===== src/rtl/raster_irq_pkg.sv =====
package raster_irq_pkg;

  // Strobes issued by the control FSM to the line datapath.
  typedef struct packed {
    logic restart;  // frame start: load first-request distance
    logic fire;     // request asserted this cycle: reload period, clear age
    logic ackLate;  // late acknowledge: push schedule back
    logic pending;  // request outstanding: age counts lines
  } irqStrobes_t;

  typedef enum logic {
    ST_IDLE     = 1'b0,
    ST_ASSERTED = 1'b1
  } irqState_t;

endpackage


===== src/rtl/raster_irq_datapath.sv =====
module raster_irq_datapath
  import raster_irq_pkg::*;
#(
  parameter int FIRST_LINES  = 18,
  parameter int PERIOD_LINES = 52,
  parameter int LATE_LINES   = 26,
  parameter int DEFER_LINES  = 26,
  parameter int CNT_W        = 10
) (
  input  logic        clk,
  input  logic        rstN,
  input  logic        hSync,
  input  irqStrobes_t strobes,
  output logic        lineTick,
  output logic        gapDue,
  output logic        ageLate
);

  localparam logic [CNT_W-1:0] FIRST_V  = CNT_W'(FIRST_LINES);
  localparam logic [CNT_W-1:0] PERIOD_V = CNT_W'(PERIOD_LINES);
  localparam logic [CNT_W-1:0] LATE_V   = CNT_W'(LATE_LINES);
  localparam logic [CNT_W-1:0] DEFER_V  = CNT_W'(DEFER_LINES);
  localparam logic [CNT_W-1:0] ONE_V    = CNT_W'(1);
  localparam logic [CNT_W-1:0] AGE_MAX  = {CNT_W{1'b1}};

  logic             hsPrev;
  logic [CNT_W-1:0] gapCnt;
  logic [CNT_W-1:0] gapNext;
  logic [CNT_W-1:0] ageCnt;
  logic [CNT_W-1:0] ageNext;

  // Edge detector: one tick per rising edge of horizontal sync.
  always_ff @(posedge clk or negedge rstN) begin
    if (!rstN) hsPrev <= 1'b0;
    else       hsPrev <= hSync;
  end

  assign lineTick = hSync & ~hsPrev;

  // Lines remaining until the next request. Saturates at zero while a
  // request is still pending, so a very late acknowledge cannot underflow.
  always_comb begin
    gapNext = gapCnt;
    if (strobes.restart) begin
      gapNext = FIRST_V;
    end else if (strobes.fire) begin
      gapNext = PERIOD_V;
    end else begin
      if (lineTick && (gapCnt != '0)) gapNext = gapCnt - ONE_V;
      if (strobes.ackLate)            gapNext = gapNext + DEFER_V;
    end
  end

  always_ff @(posedge clk or negedge rstN) begin
    if (!rstN) gapCnt <= FIRST_V;
    else       gapCnt <= gapNext;
  end

  // Age of the outstanding request in lines.
  always_comb begin
    ageNext = ageCnt;
    if (strobes.restart || strobes.fire)
      ageNext = '0;
    else if (strobes.pending && lineTick && (ageCnt != AGE_MAX))
      ageNext = ageCnt + ONE_V;
  end

  always_ff @(posedge clk or negedge rstN) begin
    if (!rstN) ageCnt <= '0;
    else       ageCnt <= ageNext;
  end

  assign gapDue  = (gapCnt <= ONE_V);
  assign ageLate = (ageCnt > LATE_V);

endmodule


===== src/rtl/raster_irq_ctrl.sv =====
module raster_irq_ctrl
  import raster_irq_pkg::*;
(
  input  logic        clk,
  input  logic        rstN,
  input  logic        frameSync,
  input  logic        ackStrobe,
  input  logic        lineTick,
  input  logic        gapDue,
  input  logic        ageLate,
  output irqStrobes_t strobes,
  output logic        intN
);

  irqState_t state;
  irqState_t stateNext;
  logic      ackTaken;

  assign ackTaken = (state == ST_ASSERTED) && ackStrobe && !frameSync;

  always_comb begin
    strobes.restart = frameSync;
    strobes.pending = (state == ST_ASSERTED);
    strobes.fire    = !frameSync && (state == ST_IDLE) && lineTick && gapDue;
    strobes.ackLate = ackTaken && ageLate;
  end

  always_comb begin
    stateNext = state;
    unique case (state)
      ST_IDLE:     if (strobes.fire) stateNext = ST_ASSERTED;
      ST_ASSERTED: if (ackTaken)     stateNext = ST_IDLE;
      default:                       stateNext = ST_IDLE;
    endcase
    if (frameSync) stateNext = ST_IDLE;
  end

  always_ff @(posedge clk or negedge rstN) begin
    if (!rstN) state <= ST_IDLE;
    else       state <= stateNext;
  end

  assign intN = (state != ST_ASSERTED);

endmodule


===== src/rtl/raster_irq_gen.sv =====
module raster_irq_gen
  import raster_irq_pkg::*;
#(
  parameter int FIRST_LINES  = 18,
  parameter int PERIOD_LINES = 52,
  parameter int LATE_LINES   = 26,
  parameter int DEFER_LINES  = 26,
  parameter int CNT_W        = 10
) (
  input  logic clk,
  input  logic rstN,
  input  logic frameSync,
  input  logic hSync,
  input  logic ackStrobe,
  output logic intN
);

  irqStrobes_t strobes;
  logic        lineTick;
  logic        gapDue;
  logic        ageLate;

  raster_irq_datapath #(
    .FIRST_LINES (FIRST_LINES),
    .PERIOD_LINES(PERIOD_LINES),
    .LATE_LINES  (LATE_LINES),
    .DEFER_LINES (DEFER_LINES),
    .CNT_W       (CNT_W)
  ) u_datapath (
    .clk     (clk),
    .rstN    (rstN),
    .hSync   (hSync),
    .strobes (strobes),
    .lineTick(lineTick),
    .gapDue  (gapDue),
    .ageLate (ageLate)
  );

  raster_irq_ctrl u_ctrl (
    .clk      (clk),
    .rstN     (rstN),
    .frameSync(frameSync),
    .ackStrobe(ackStrobe),
    .lineTick (lineTick),
    .gapDue   (gapDue),
    .ageLate  (ageLate),
    .strobes  (strobes),
    .intN     (intN)
  );

endmodule


===== config.mk =====
export PLATFORM = sky130hd
export DESIGN_NAME = raster_irq_gen
export DESIGN_NICKNAME = d
export VERILOG_FILES = /design/src/rtl/raster_irq_pkg.sv /design/src/rtl/raster_irq_datapath.sv /design/src/rtl/raster_irq_ctrl.sv /design/src/rtl/raster_irq_gen.sv
export SDC_FILE = /design/constraint.sdc
export NUM_CORES = 1
export LEC_CHECK = 0
export BUFFER_PORTS_ARGS = -buffer_cell sky130_fd_sc_hd__buf_2
export CORE_MARGIN = 3
export CORE_UTILIZATION = 25
export CTS_CLUSTER_SIZE = 28
export DETAILED_ROUTE_END_ITERATION = 12
export GPL_TIMING_DRIVEN = 0
export PLACE_DENSITY = 0.5
export SYNTH_ARGS = -nofsm -noshare
export SYNTH_HDL_FRONTEND = slang
export SYNTH_SLANG_ARGS = --single-unit

===== constraint.sdc =====
create_clock -name clk -period 2.5 [get_ports clk]
set_input_delay 0.375 -clock clk [delete_from_list [all_inputs] [get_ports clk]]
set_output_delay 0.375 -clock clk [all_outputs]
set_load 0.02 [all_outputs]

==> flow_results.org <==
** Layout
- The area growth from synthesis to layout is 21.6%.
- Combined area of the multi-input logic cells :: about 940 um^2
- Post-route insts no fill :: 245
- Across the whole layout, storage elements account for around 560 um^2.
- In the final layout, the share of cells above drive strength 1 is 0.289.
- Filler Cell Count :: slightly below 600
- 0 antenna diodes ended up in the layout.
- Final cell area excluding filler cells :: 1780 um^2
- Final layout net count :: approximately 180

** Placement
- The number of placed instances, taps included, is 231.
- Placed cell areas :: approximately 1600 um^2
- Summed over all nets, the half-perimeter wirelength after detailed placement is 2260 um.
- IO Port Bufs :: 5
- At the end of routability-driven placement, the weighted congestion stood at ~0.74.

** Synth
- Synthesized area divided by synthesized cell count :: between 9 and 10 um^2
- Post-synth top area cell :: sky130_fd_sc_hd__dfrtp_1
- Number of distinct library cells after synthesis :: 50
- Top-area cell type share of the netlist area :: 0.342
- By instance count, the leading cell after synthesis is sky130_fd_sc_hd__dfrtp_1.
- Synthesized area :: between 1000 and 1500 um^2
- The Yosys step of the flow raised 0 warnings.
- Flops & latches, synth :: 22
- Counting instances in the post-synthesis netlist gives the leading cell types as sky130_fd_sc_hd__dfrtp_1 (20), sky130_fd_sc_hd__nor2_1 (19), sky130_fd_sc_hd__nand2_1 (8), sky130_fd_sc_hd__xnor2_1 (8).
- Top cells by area in the synthesized netlist :: sky130_fd_sc_hd__dfrtp_1 (34%), sky130_fd_sc_hd__nor2_1 (4.9%), sky130_fd_sc_hd__xnor2_1 (4.8%)
- When the netlist entered floorplanning its net count stood at 163.
- Share of the yosys chip area belonging to registers :: 0.377
- The synthesized design contains 0 enable-type register cells.
- For this run, the leading register cell type out of synthesis is sky130_fd_sc_hd__dfrtp_1.
- Post-synthesis async set-or-reset flop share :: 1.00
- Counting every instance in the synthesized netlist gives 154.

** Die
- The core region is approximately 5600 um^2.
- Overall die width :: around 83 um
- The initial utilization of the core area, before any placement, comes to 0.263.
- Total Die Area :: 6820 um^2
- In this run the core area contains 27 standard-cell rows.
- During I/O placement, the number of pins put on the boundary was 6.
- DIE HEIGHT :: about 83 um

** Clock network
- CTS H-tree depth :: 1
- The root buffer cell chosen for the clock tree is sky130_fd_sc_hd__clkbuf_8.
- The longest clock path from root to sink contains 2 buffers.
- Clock transition at the register clock pins on the worst setup and hold paths after CTS :: 0.09 ns
- Total clock buffers created by CTS :: 3
- Insertion delay to the later sink of the worst-skew pair :: approximately 0.26 ns
- The tree built by TritonCTS fans out to 22 sinks.
- TritonCTS built the clock tree.

** Worst setup path
- Data on the critical path is required at its endpoint by ~2.7 ns.
- Critical path peak fanout :: 4
- Crit path arrival time :: ~2.6 ns
- STA classifies the critical path endpoint as a register.
- The worst setup path is launched from a register.
- Traced cell by cell, the critical path runs through or4_4, nor4_4, buf_4, nor3_4, o41ai_4, buf_4, nor4_4, xnor2_1, nor2_2.
- The worst setup path is of the reg -> reg kind.
- Highest-delay cell along the critical path :: sky130_fd_sc_hd__or4_4
- On the worst path, the slowest cell contributes a delay of between 0.5 and 0.6 ns.

** Timing
- Timing would allow up to slightly above 400 MHz.
- Worst Max-Slew Pin Slew :: just over 0.5 ns
- Headroom to the max-slew limit came out at 0.657.
- Setup violations remaining at the end of the flow were counted as 0.
- Dividing the final minimum period by the clock period gives 0.975.
- Post-route clock skew :: roughly 0.005 ns
- RSZ-0062 raised after global routing :: yes
- Final Hold Fails :: 0
- The max-slew violation count is 0.
- The tightest hold path in the finished design has a slack of between 0.07 and 0.08 ns.
- Fin crit period :: around 2.4 ns

** Worst hold path
- The tightest min-delay check is of the in -> async type.

** Power
- The share of total power dissipated in combinational logic is 0.122.
- Cell internal power was estimated by the tool at ~540 uW.
- Of the total power, the clock network draws 0.363.
- Sw Pwr :: roughly 180 uW
- Sequential cell fraction of total power :: 0.515
- Max IR drop VDD :: between 200 and 300 uV
- Of the total power, the share spent switching nets is 0.247.
- In this run the power density over the cells is 403 nW/um^2.
- Cell leakage power :: approximately 0.0007 uW

** Route
- Summing over every cut layer, the via total after detailed routing is 1,138.
- For this run, design rule violations remaining after detail routing come to 0.
- Drt via density :: ~4.6
- Total Wirelength :: between 3000 and 4000 um
- After detailed routing, the average wire length per cell comes to 12.7 um.
- For this run, the detailed router's first-pass iteration total came to 4.
- Number of DRC markers in iteration 0 :: 22
- In this run the remaining antenna-violating nets after routing total 0.

** Global route
- Largest net degree at the start of global routing :: 23
- Overall track demand over capacity in global routing :: 0.0982
- Initial antenna violation count :: 0
- Total global routing overflow :: 0
- First-pass GRT wire length :: approximately 5200 um
- Via count of the first global-routing pass :: 1,116

** Outcome
- The flow ran to the end, and the final reports show no timing, DRC or antenna violations.

** Flow run
- The tool flagged a number of max-cap violations equal to 0.
[flip-flops by register name (all words and copies together) (netlist names)]
name	flops
u_datapath.hsPrev	1
u_ctrl.state	1
u_datapath.ageCnt	10
u_datapath.gapCnt	10
[final timing paths]
check                      cells past startpoint                    to  slack (ns)            startpoint
max                                            9  u_datapath.gapCnt[8]        0.06  u_datapath.gapCnt[7]
min reg2reg                                    2  u_datapath.ageCnt[8]        0.58  u_datapath.ageCnt[8]
min                                            1          u_ctrl.state        0.08                  rstN
max reg2reg                                    9  u_datapath.gapCnt[8]        0.06  u_datapath.gapCnt[7]
max in group asynchronous                      1  u_datapath.gapCnt[6]        2.05                  rstN
min in group clk                               1     u_datapath.hsPrev        0.25                 hSync
[metrics by stage]
| stage | utilization | TNS (ns) | worst slack (ns) | power (uW) |
|---|---|---|---|---|
| CTS | 0.294 | 0 | 0.0104 | 709 |
| floorplan | - | 0 | 0.200 | 422 |
| finish | 0.320 | 0 | 0.0625 | 718 |
| detailed placement | 0.284 | -0.000750 | -0.000750 | 448 |
| global route | 0.320 | -0.0652 | -0.0408 | 754 |
| global placement | 0.284 | 0 | 0.0113 | 448 |
[logic make-up after synthesis]
kind of cell	Yosys count	share of synthesized area
flops	22	0.377
mux	4	0.0299
buf+inv	8	0.0239
compound gates	28	0.149
xor+xnor	15	0.0897
simple gates	73	0.296
fa+ha+maj	4	0.0342
[layout by cell type, fill, tap and decap left out, drive strengths merged, types with 2 or more instances in the layout]
cell type   n
a211oi      2
a21oi       7
a311oi      2
a32oi       2
and3        3
buf        17
clkbuf      4
dfrtp      20
dfstp       2
ha          4
inv         6
mux2        3
nand2       8
nand2b      7
nand3       6
nand4       2
nor2       20
nor2b       2
nor3        8
nor4        5
o21a        2
o21ai       5
or3         4
or4         2
xnor2       8
xor2        7
[per-layer routing]
metal	share of wire	global-route usage	vias to the layer above
li1	-	-	593
met1	0.51	0.140	531
met2	0.46	0.156	12
met3	0.021	0.0130	2
met4	0.0048	0.0245	0
met5	0	0	-
[cell type report]
class / count / area share
tap: 72 / 0.0506
multi-input combinational: 124 / 0.530
timing repair buffer: 15 / 0.0562
inverter: 6 / 0.0126
sequential: 22 / 0.312
clock buffer: 4 / 0.0309
buffer: 2 / 0.00702
[power by group through the flow]
stage	Combinational, uW	Clock (uW)	Sequential (uW)
detailed placement	71.5	0	377
floorplan	47.7	0	374
finish	87.8	261	370
global placement	71.1	0	377
CTS	72.7	266	370
global route	97.4	286	371
[repair_timing]
action | CTS | global route
setup endpoints to repair | 2 | 13
buffers inserted | 0 | 10
resized for setup | 1 | 16
pin swaps | 1 | 9
hold buffers | 0 | 0
cloned | 0 | 0
[worst max-delay path: cells and delay by family, from the launching register on]
family / cells / cell delay [ns]
simple gates: 5 / 1.03
compound gates: 1 / 0.31
flops: 1 / 0.41
xor+xnor: 1 / 0.23
buf+inv: 2 / 0.37
Power figures use the tool's default switching activity.
